## config.mk

```make
export PLATFORM = sky130hd
export DESIGN_NAME = tune_cmd_rx
export DESIGN_NICKNAME = d
export VERILOG_FILES = /design/src/rtl/tcr_pkg.sv /design/src/rtl/tcr_bus_ctrl.sv /design/src/rtl/tcr_datapath.sv /design/src/rtl/tune_cmd_rx.sv
export SDC_FILE = /design/constraint.sdc
export NUM_CORES = 1
export LEC_CHECK = 0
export BUFFER_PORTS_ARGS = -buffer_cell sky130_fd_sc_hd__buf_4
export CAP_MARGIN = 20
export CORE_MARGIN = 1.5
export CORE_UTILIZATION = 56
export DETAILED_ROUTE_END_ITERATION = 12
export PLACE_DENSITY = 0.79
export SYNTH_ARGS = -nofsm -noshare
export SYNTH_HDL_FRONTEND = slang
export SYNTH_SLANG_ARGS = --single-unit
export TNS_END_PERCENT = 5
```

## constraint.sdc

```tcl
create_clock -name clk -period 2.3 [get_ports clk]
set_input_delay 0.46 -clock clk [delete_from_list [all_inputs] [get_ports clk]]
set_output_delay 0.46 -clock clk [all_outputs]
set_load 0.05 [all_outputs]
```

## src/rtl/tcr_pkg.sv

```systemverilog
package tcr_pkg;

  typedef enum logic [2:0] {
    ST_IDLE,
    ST_SHIFT,
    ST_ACKWAIT,
    ST_ACK,
    ST_IGNORE
  } bus_state_t;

  // strobes from control to datapath
  typedef struct packed {
    logic shift;   // take one bit into the shift register
    logic bitVal;  // value of that bit
    logic stage;   // completed byte is the leading byte of a pair
    logic commit;  // completed byte closes a pair: load outputs
  } strobe_t;

endpackage

```

## src/rtl/tcr_bus_ctrl.sv

```systemverilog
module tcr_bus_ctrl
  import tcr_pkg::*;
#(
  parameter int DATA_W   = 8,
  parameter int MAX_DATA = 4
) (
  input  logic    clk,
  input  logic    rstN,
  input  logic    sclIn,
  input  logic    sdaIn,
  input  logic    addrHit,
  output strobe_t strb,
  output logic    sdaPullEn,
  output logic    xferReq
);

  localparam int BIT_W = $clog2(DATA_W);
  localparam int CNT_W = $clog2(MAX_DATA + 1);

  logic [1:0] sclSync, sdaSync;
  logic       sclPrev, sdaPrev;
  logic       sclS, sdaS;
  logic       sclRise, sclFall, startDet, stopDet;

  bus_state_t       state;
  logic [BIT_W-1:0] bitCnt;
  logic [CNT_W-1:0] dataCnt;
  logic             isAddr;
  logic             lastBit, dataRoom;

  // two-flop synchronizers, idle bus reads high
  always_ff @(posedge clk or negedge rstN) begin
    if (!rstN) begin
      sclSync <= 2'b11;
      sdaSync <= 2'b11;
      sclPrev <= 1'b1;
      sdaPrev <= 1'b1;
    end else begin
      sclSync <= {sclSync[0], sclIn};
      sdaSync <= {sdaSync[0], sdaIn};
      sclPrev <= sclSync[1];
      sdaPrev <= sdaSync[1];
    end
  end

  assign sclS     = sclSync[1];
  assign sdaS     = sdaSync[1];
  assign sclRise  = sclS & ~sclPrev;
  assign sclFall  = ~sclS & sclPrev;
  assign startDet = sclS & sclPrev & sdaPrev & ~sdaS;
  assign stopDet  = sclS & sclPrev & ~sdaPrev & sdaS;

  assign lastBit  = (bitCnt == BIT_W'(DATA_W - 1));
  assign dataRoom = (dataCnt < CNT_W'(MAX_DATA));

  always_comb begin
    strb        = '0;
    strb.bitVal = sdaS;
    strb.shift  = (state == ST_SHIFT) && sclRise;
    if (strb.shift && lastBit && !isAddr && dataRoom) begin
      strb.stage  = ~dataCnt[0];
      strb.commit = dataCnt[0];
    end
  end

  always_ff @(posedge clk or negedge rstN) begin
    if (!rstN) begin
      state     <= ST_IDLE;
      bitCnt    <= '0;
      dataCnt   <= '0;
      isAddr    <= 1'b0;
      sdaPullEn <= 1'b0;
      xferReq   <= 1'b0;
    end else begin
      xferReq <= startDet;
      if (startDet) begin
        state     <= ST_SHIFT;
        bitCnt    <= '0;
        dataCnt   <= '0;
        isAddr    <= 1'b1;
        sdaPullEn <= 1'b0;
      end else if (stopDet) begin
        state     <= ST_IDLE;
        sdaPullEn <= 1'b0;
      end else begin
        case (state)
          ST_SHIFT: if (sclRise) begin
            bitCnt <= bitCnt + 1'b1;
            if (lastBit) begin
              bitCnt <= '0;
              isAddr <= 1'b0;
              if (isAddr) begin
                state <= addrHit ? ST_ACKWAIT : ST_IGNORE;
              end else if (dataRoom) begin
                dataCnt <= dataCnt + 1'b1;
                state   <= ST_ACKWAIT;
              end else begin
                state <= ST_IGNORE;
              end
            end
          end
          ST_ACKWAIT: if (sclFall) begin
            state     <= ST_ACK;
            sdaPullEn <= 1'b1;
          end
          ST_ACK: if (sclFall) begin
            state     <= ST_SHIFT;
            sdaPullEn <= 1'b0;
          end
          default: ;
        endcase
      end
    end
  end

  assert_ack_scl_low_R10: assert property (@(posedge clk) disable iff (!rstN)
    $rose(sdaPullEn) |-> !sclS);

  assert_xfer_single_R7: assert property (@(posedge clk) disable iff (!rstN)
    xferReq |=> !xferReq);

  assert_data_cap_R6: assert property (@(posedge clk) disable iff (!rstN)
    dataCnt <= CNT_W'(MAX_DATA));

endmodule

```

## src/rtl/tcr_datapath.sv

```systemverilog
module tcr_datapath
  import tcr_pkg::*;
#(
  parameter int           DATA_W   = 8,
  parameter int           SEL_W    = 2,
  parameter logic [3:0]   ADDR_TOP = 4'b1100,
  parameter int           FREQ_RST = 256
) (
  input  logic                  clk,
  input  logic                  rstN,
  input  strobe_t               strb,
  input  logic [SEL_W-1:0]      addrSel,
  output logic                  addrHit,
  output logic [2*DATA_W-2:0]   freqWord,
  output logic                  freqLoad,
  output logic [DATA_W-2:0]     ctrlWord,
  output logic [DATA_W/2-1:0]   bandBits,
  output logic                  ctrlLoad
);

  localparam int FREQ_W = 2 * DATA_W - 1;
  localparam int CTRL_W = DATA_W - 1;
  localparam int BAND_N = DATA_W / 2;
  localparam int LOW_W  = DATA_W - 4 - SEL_W;

  logic [DATA_W-2:0] shiftReg;
  logic [DATA_W-1:0] nextByte, stageByte;
  logic [BAND_N-1:0] bandNext;

  assign nextByte = {shiftReg, strb.bitVal};

  // address: fixed top nibble, pin-selected bits, then zeros (section bit, write)
  assign addrHit = (nextByte[DATA_W-1 -: 4] == ADDR_TOP) &&
                   (nextByte[LOW_W +: SEL_W] == addrSel) &&
                   (nextByte[LOW_W-1:0] == '0);

  for (genvar i = 0; i < BAND_N; i++) begin : gBand
    assign bandNext[i] = nextByte[2*i+1];
  end

  always_ff @(posedge clk or negedge rstN) begin
    if (!rstN) begin
      shiftReg  <= '0;
      stageByte <= '0;
      freqWord  <= FREQ_W'(FREQ_RST);
      ctrlWord  <= '0;
      bandBits  <= '0;
      freqLoad  <= 1'b0;
      ctrlLoad  <= 1'b0;
    end else begin
      freqLoad <= 1'b0;
      ctrlLoad <= 1'b0;
      if (strb.shift) shiftReg <= nextByte[DATA_W-2:0];
      if (strb.stage) stageByte <= nextByte;
      if (strb.commit) begin
        if (!stageByte[DATA_W-1]) begin
          freqWord <= {stageByte[CTRL_W-1:0], nextByte};
          freqLoad <= 1'b1;
        end else begin
          ctrlWord <= stageByte[CTRL_W-1:0];
          bandBits <= bandNext;
          ctrlLoad <= 1'b1;
        end
      end
    end
  end

  assert_load_exclusive_R4: assert property (@(posedge clk) disable iff (!rstN)
    !(freqLoad && ctrlLoad));

  assert_load_pulse_R4: assert property (@(posedge clk) disable iff (!rstN)
    (freqLoad || ctrlLoad) |=> !(freqLoad || ctrlLoad));

  assert_freq_hold_R2: assert property (@(posedge clk) disable iff (!rstN)
    !$stable(freqWord) |-> freqLoad);

  assert_ctrl_hold_R3: assert property (@(posedge clk) disable iff (!rstN)
    (!$stable(ctrlWord) || !$stable(bandBits)) |-> ctrlLoad);

endmodule

```

## src/rtl/tune_cmd_rx.sv

```systemverilog
module tune_cmd_rx
  import tcr_pkg::*;
#(
  parameter int DATA_W   = 8,
  parameter int SEL_W    = 2,
  parameter int MAX_DATA = 4
) (
  input  logic                  clk,
  input  logic                  rstN,
  input  logic                  sclIn,
  input  logic                  sdaIn,
  input  logic [SEL_W-1:0]      addrSel,
  output logic                  sdaPullEn,
  output logic                  xferReq,
  output logic [2*DATA_W-2:0]   freqWord,
  output logic                  freqLoad,
  output logic [DATA_W-2:0]     ctrlWord,
  output logic [DATA_W/2-1:0]   bandBits,
  output logic                  ctrlLoad
);

  strobe_t strb;
  logic    addrHit;

  tcr_bus_ctrl #(.DATA_W(DATA_W), .MAX_DATA(MAX_DATA)) uCtrl (
    .clk(clk), .rstN(rstN), .sclIn(sclIn), .sdaIn(sdaIn),
    .addrHit(addrHit), .strb(strb), .sdaPullEn(sdaPullEn), .xferReq(xferReq)
  );

  tcr_datapath #(.DATA_W(DATA_W), .SEL_W(SEL_W)) uData (
    .clk(clk), .rstN(rstN), .strb(strb), .addrSel(addrSel), .addrHit(addrHit),
    .freqWord(freqWord), .freqLoad(freqLoad), .ctrlWord(ctrlWord),
    .bandBits(bandBits), .ctrlLoad(ctrlLoad)
  );

endmodule

```

Yosys cells after proc, flatten, opt, wreduce, memory -nomap -nowiden
Index checks and enable logic that the tools add are counted.
Storage, ports and cells
  flip-flop bits (word level): 61
  output and inout port bits: 30
Cells by class
  multiplexer cells: 37
  reduce and logical (&&, ||, !) cells: 21
  add/subtract/negate cells: 2
  eq/ne operators: 12
  magnitude comparators: 1
  bitwise operators: 13
Operators with widths (count)
  3-bit 2-to-1 mux: 21
  4-bit by 1-bit inequality test with 1-bit output (second input constant): 4
  1-bit 2-to-1 mux: 13
  3-bit one-hot mux with 3 select lines: 1
  2-bit nonzero test: 4
  1-bit AND: 7
  3-bit by 1-bit adder with 3-bit output (second input constant): 2
  3-bit by 2-bit == test with 1-bit output (second input constant): 2
  1-bit logical AND: 6
  1-bit inverter: 6
  3-bit AND reduction: 2
  6-bit AND reduction: 1
  5-bit AND reduction: 1
  5-bit nonzero test: 1
  4-bit == test (second input constant): 1
  2-bit by 1-bit inequality test with 1-bit output (second input constant): 2
  2-bit AND reduction: 2
  4-bit AND reduction: 1
  4-bit nonzero test: 1
  3-bit by 1-bit == test with 1-bit output (second input constant): 1
  3-bit == test (second input constant): 1
  3-bit less-than comparator (second input constant): 1
  2-bit == test: 1
  2-bit zero test: 1
  other kinds (3): 3

Depth between registers and ports, before layout
  depth after elaboration: 10
  depth in mapped cells: 8

By module
A second synthesis with hierarchy kept.
Unflattened totals
  cell total of the unflattened synthesis: 184
  area total of the unflattened synthesis: 2533.7 um^2
Modules (own cells, without submodules)
  tcr_datapath: instances 1, cells an instance 98, seq. area each 1077.3 um^2, area each 1614.0 um^2
  tcr_bus_ctrl: instances 1, cells an instance 86, seq. area each 457.9 um^2, area each 919.6 um^2

Worst setup path before layout
Ideal clock, no wire load.
  kind: register to register
  from: register uCtrl.bitCnt[0]
  to: register uData.freqWord[10]
  clock period less this slack: 2.012 ns
  path buffers: 2
  path slack: 0.288 ns
  arrival: 1.887 ns
  cell stages (with the launch flop): 9
  cells stage by stage: dfrtp_1 ha_1 ha_1 inv_1 nor4_4 and3b_1 buf_4 buf_12 mux2_2
On the way
  cells in the longest elaborated chain, start to end: 6
RTL lines
  start, declared: RTL line tcr_bus_ctrl.sv:26  | logic [BIT_W-1:0] bitCnt;
  start signal, assigned: RTL line tcr_bus_ctrl.sv:88  | bitCnt <= bitCnt + 1'b1;
  3-bit == test: RTL line tcr_bus_ctrl.sv:53  | assign lastBit = (bitCnt == BIT_W'(DATA_W - 1));
  1-bit logical AND (3 in series): RTL line tcr_bus_ctrl.sv:60  | if (strb.shift && lastBit && !isAddr && dataRoom) begin
  2-bit 2-to-1 mux: RTL line tcr_bus_ctrl.sv:60
  2-bit AND reduction (no line)
  end signal, assigned: RTL line tcr_datapath.sv:45  | freqWord <= FREQ_W'(FREQ_RST);
  end signal, assigned: RTL line tcr_datapath.sv:57  | freqWord <= {stageByte[CTRL_W-1:0], nextByte};
  end, declared: RTL line tcr_datapath.sv:14  | output logic [2*DATA_W-2:0] freqWord,
No other way between the ends.
A chain may end at the register's enable or synchronous reset.

Final worst setup path
  from: register uData.shiftReg[4]
  to: register uCtrl.state[2]
On the way
  cells in the longest elaborated chain, start to end: 10
RTL lines
  start, declared: RTL line tcr_datapath.sv:26  | logic [DATA_W-2:0] shiftReg;
  start signal, assigned: RTL line tcr_datapath.sv:53  | if (strb.shift) shiftReg <= nextByte[DATA_W-2:0];
  4-bit == test: RTL line tcr_datapath.sv:33  | assign addrHit = (nextByte[DATA_W-1 -: 4] == ADDR_TOP) &&
  1-bit logical AND: RTL line tcr_datapath.sv:33
  1-bit logical AND: RTL line tcr_datapath.sv:34  | (nextByte[LOW_W +: SEL_W] == addrSel) &&
  3-bit 2-to-1 mux: RTL line tcr_bus_ctrl.sv:93  | state <= addrHit ? ST_ACKWAIT : ST_IGNORE;
  3-bit 2-to-1 mux: RTL line tcr_bus_ctrl.sv:92  | if (isAddr) begin
  3-bit 2-to-1 mux: RTL line tcr_bus_ctrl.sv:89  | if (lastBit) begin
  3-bit 2-to-1 mux: RTL line tcr_bus_ctrl.sv:87  | ST_SHIFT: if (sclRise) begin
  3-bit one-hot mux with 3 select lines: RTL line tcr_bus_ctrl.sv:86  | case (state)
  3-bit 2-to-1 mux: RTL line tcr_bus_ctrl.sv:82  | end else if (stopDet) begin
  3-bit 2-to-1 mux: RTL line tcr_bus_ctrl.sv:76  | if (startDet) begin
  end signal, assigned: RTL line tcr_bus_ctrl.sv:93
  end, declared: RTL line tcr_bus_ctrl.sv:25  | bus_state_t state;
No other way between the ends. The select of a mux whose other input is x is not followed.

==> metrics.md <==
| Metric | Value |
|---|---|
| Max incr delay on CP | 0.68 ns |
| Fin. max-slew vios | 0 |
| Hold Fails Final Rpt | 0 |
| Die ar. | 0.00484 mm2 |
| Initial antenna violation count | 0 |
| Avg Inst Size Synth | between 10 and 15 um2 |
| Seq/Total Area, Yosys | 61.8% |
| Maximum vdd ir drop | 0.510 mV |
| Yosys reg bits | 61 |
| Routability cong. | roughly 0.85 |
| Prevailing post-synth register cell | dfrtp_1 |
| Clock transition at the registers of the reported paths | about 0.07 ns |
| Pre-antenna DRT Iters | 5 |
| Total power draw | approximately 2.6 mW |
| DP Worst Slack | 0.250 ns |
| CP Data Required Time | 2.51 ns |
| Total core area | between 0.004 and 0.005 mm2 |
| WHS | 0.202 ns |
| Leak pwr | 1.57 nW |
| Post-CTS Setup Repair Bufs | 0 |
| Largest buffer count on any clock path | 2 |
| CP Buf/Inv Count | 0 |
| Layout area overhead | 22.9% |
| Number of DRC markers in iteration 0 | 108 |
| Most frequent cells in the layout | dfrtp_1, mux2_2, buf_4 |
| I/O pin cnt | 36 |
| TritonCTS buffer count | 9 |
| Measured slew at the worst slew-check pin | 0.727 ns |
| Vias | 1530 |
| Synthesis Warnings | 0 |
| Post-synthesis async set-or-reset flop share | 100% |
| Number of global-route vias before repair | 1617 |
| Share of cells above drive strength 1 | 50.2% |
| Reg-to-Reg Start | uData.shiftReg[4]$_DFFE_PN0N_ |
| Htree depth | 3 |
| FF-to-FF setup slack | 0.27 ns |
| CTS Root Cell | clkbuf_8 |
| Setup tns final | 0 ns |
| Slew HR | around half |
| Period utilisation layout | 88.4% |
| Crit-path slowest cell | or4b_2 |
| Worst setup path class | reg2reg |
| Post-Synthesis Cells | between 150 and 200 |
| Clock Sinks | 61 |
| Site Rows | 24 |
| DRT antenna net count | 0 |
| Commonest non-fill, non-tap cell in the layout | dfrtp_1 |
| Outcome | finished clean |
| Post-DP HPWL | 3140 um |
| Syn Nets | 178 |
| Post-route clock skew | 0.0106 ns |
| Synth Cell Area | 0.00248 mm2 |
| Final Net Count | approximately 230 |
| DR DRC count | 0 |
| Setup ws final | 0.266 ns |
| Cell variety after synth | 35 |
| Critical Path Stages | 4 |
| Final setup fails | 0 |
| Crit. Startpoint | uData.shiftReg[4]$_DFFE_PN0N_ |
| Worst skew pair latency | 0.33 ns |
| CP top delay family | simple AND/OR/NAND/NOR gates |
| Fin area | between 0.003 and 0.004 mm2 |
| Total power divided by cell area | 853 mW/mm2 |
| FMAX | 492 MHz |
| Min Tclk post-route | 2.03 ns |
| Initial Util | 57.4% |
| CP Max Fanout | 6 |
| DP Area | 0.00283 mm2 |
| TritonCTS clock tree | yes |
| Routed wire length | 4440 um |
| IO buf count | 35 |
| Hold-fix buffers, CTS | 0 |
| Die X | ~70 um |
| Die span in y | roughly 70 um |
| Worst r2r path cells | 4 |
| Hold Path Class | in2async |
| MaxCap Viol Count | 0 |
| RSZ-0062 raised after global routing | false |
| Endpoint type of the worst setup path | flip-flop |
| CP cell instances | or4b_2 > nor4_1 > nor3_1 > mux2_2 |
| Worst setup SP type | flip-flop |
| Total GRT Usage | between 20% and 30% |
| Diode count | 0 |
| CP arrival | 2.24 ns |
| First-pass GRT wire length | 7780 um |
| Routed vias/inst | 5.60 |
| EDFF count, synth | 0 |
| Drt wl/cell | 16.3 um |
| CTS resizes | 0 |
| Grt ovf | 0 |
| Largest net degree at the start of global routing | 62 |
## metrics by stage
step / std cells / utilization (%)
floorplan: 169 / -
global route: 273 / 70.6
detailed placement: 257 / 65.4
global placement: 257 / 65.4
CTS: 273 / 70.6
finish: 273 / 70.6
## final timing paths
path,end
setup / recovery,uCtrl.state[2]$_DFFE_PN0P_
max in group asynchronous,uData.shiftReg[0]$_DFFE_PN0N_
min in group clk,uCtrl.sclSync[0]$_DFF_PN1_
setup reg to reg,uCtrl.state[2]$_DFFE_PN0P_
hold reg to reg,uCtrl.sclSync[1]$_DFF_PN1_
hold / removal,uData.ctrlLoad$_DFF_PN0_
## logic make-up (layout without fill, tap and decap cells)
| kind of cell | after synthesis | in the layout | synth area share, % |
|---|---|---|---|
| adder cells (fa/ha/maj) | 3 | 3 | 1.51 |
| AO/OA/AOI/OAI | 13 | 13 | 3.43 |
| multiplexers | 46 | 46 | 20.7 |
| buffers and inverters | 11 | 63 | 2.67 |
| XOR/XNOR | 2 | 2 | 0.706 |
| flip-flops | 61 | 61 | 61.8 |
| AND/OR/NAND/NOR | 33 | 33 | 9.17 |
## cells in the mapped netlist, types with 3 or more instances
master / n / area, um2
dfrtp_1: 54 / 1350
mux2_2: 42 / 473
dfstp_2: 7 / 184
nor2_1: 7 / 26.3
nand2_1: 6 / 22.5
inv_1: 5 / 18.8
buf_2: 4 / 20.0
mux2i_1: 4 / 40.0
ha_1: 3 / 37.5
nand2b_1: 3 / 18.8
o21ai_0: 3 / 15.0
## report_power, final
group          internal [mW]  switching, mW  total [mW]
logic                  0.144          0.128       0.272
registers               1.18          0.120        1.30
clock network          0.637          0.399        1.04
total                   1.96          0.646        2.60
## worst register-to-register path, cell delays in order (launching register included)
cell,delay (ns)
dfrtp_1,0.42
or4b_2,0.68
nor4_1,0.44
nor3_1,0.11
mux2_2,0.27
## routing by layer
| layer | routed length, um | vias to the layer above | global-route usage, % | part of all wire [%] |
|---|---|---|---|---|
| li1 | - | 702 | - | - |
| met1 | 1910 | 783 | 26.3 | 43 |
| met2 | 2290 | 37 | 35.3 | 52 |
| met3 | 181 | 8 | 5.52 | 4.1 |
| met4 | 61 | 0 | 8.93 | 1.4 |
| met5 | 0 | - | 0 | 0 |
## sequential cells by signal (all words and copies together), names as in the netlist
name,flops
uData.stageByte,8
uCtrl.state,3
uData.shiftReg,7
uCtrl.sdaSync,2
uData.ctrlWord,7
uCtrl.bitCnt,3
uCtrl.xferReq,1
uData.bandBits,4
uCtrl.sclSync,2
uCtrl.isAddr,1
uCtrl.dataCnt,3
uData.freqWord,15
uCtrl.sdaPullEn,1
uData.ctrlLoad,1
uCtrl.sdaPrev,1
uCtrl.sclPrev,1
uData.freqLoad,1
## layout make-up
type                       count  area (um2)
clock buffer                  10         138
clock inverter                 6        86.3
fill                         310        1270
inverter                       5        18.8
multi-input combinational     97         881
sequential                    61        1540
tap                           52        65.1
timing repair buffer          42         328
No activity file was read; power rests on OpenSTA's default activity.
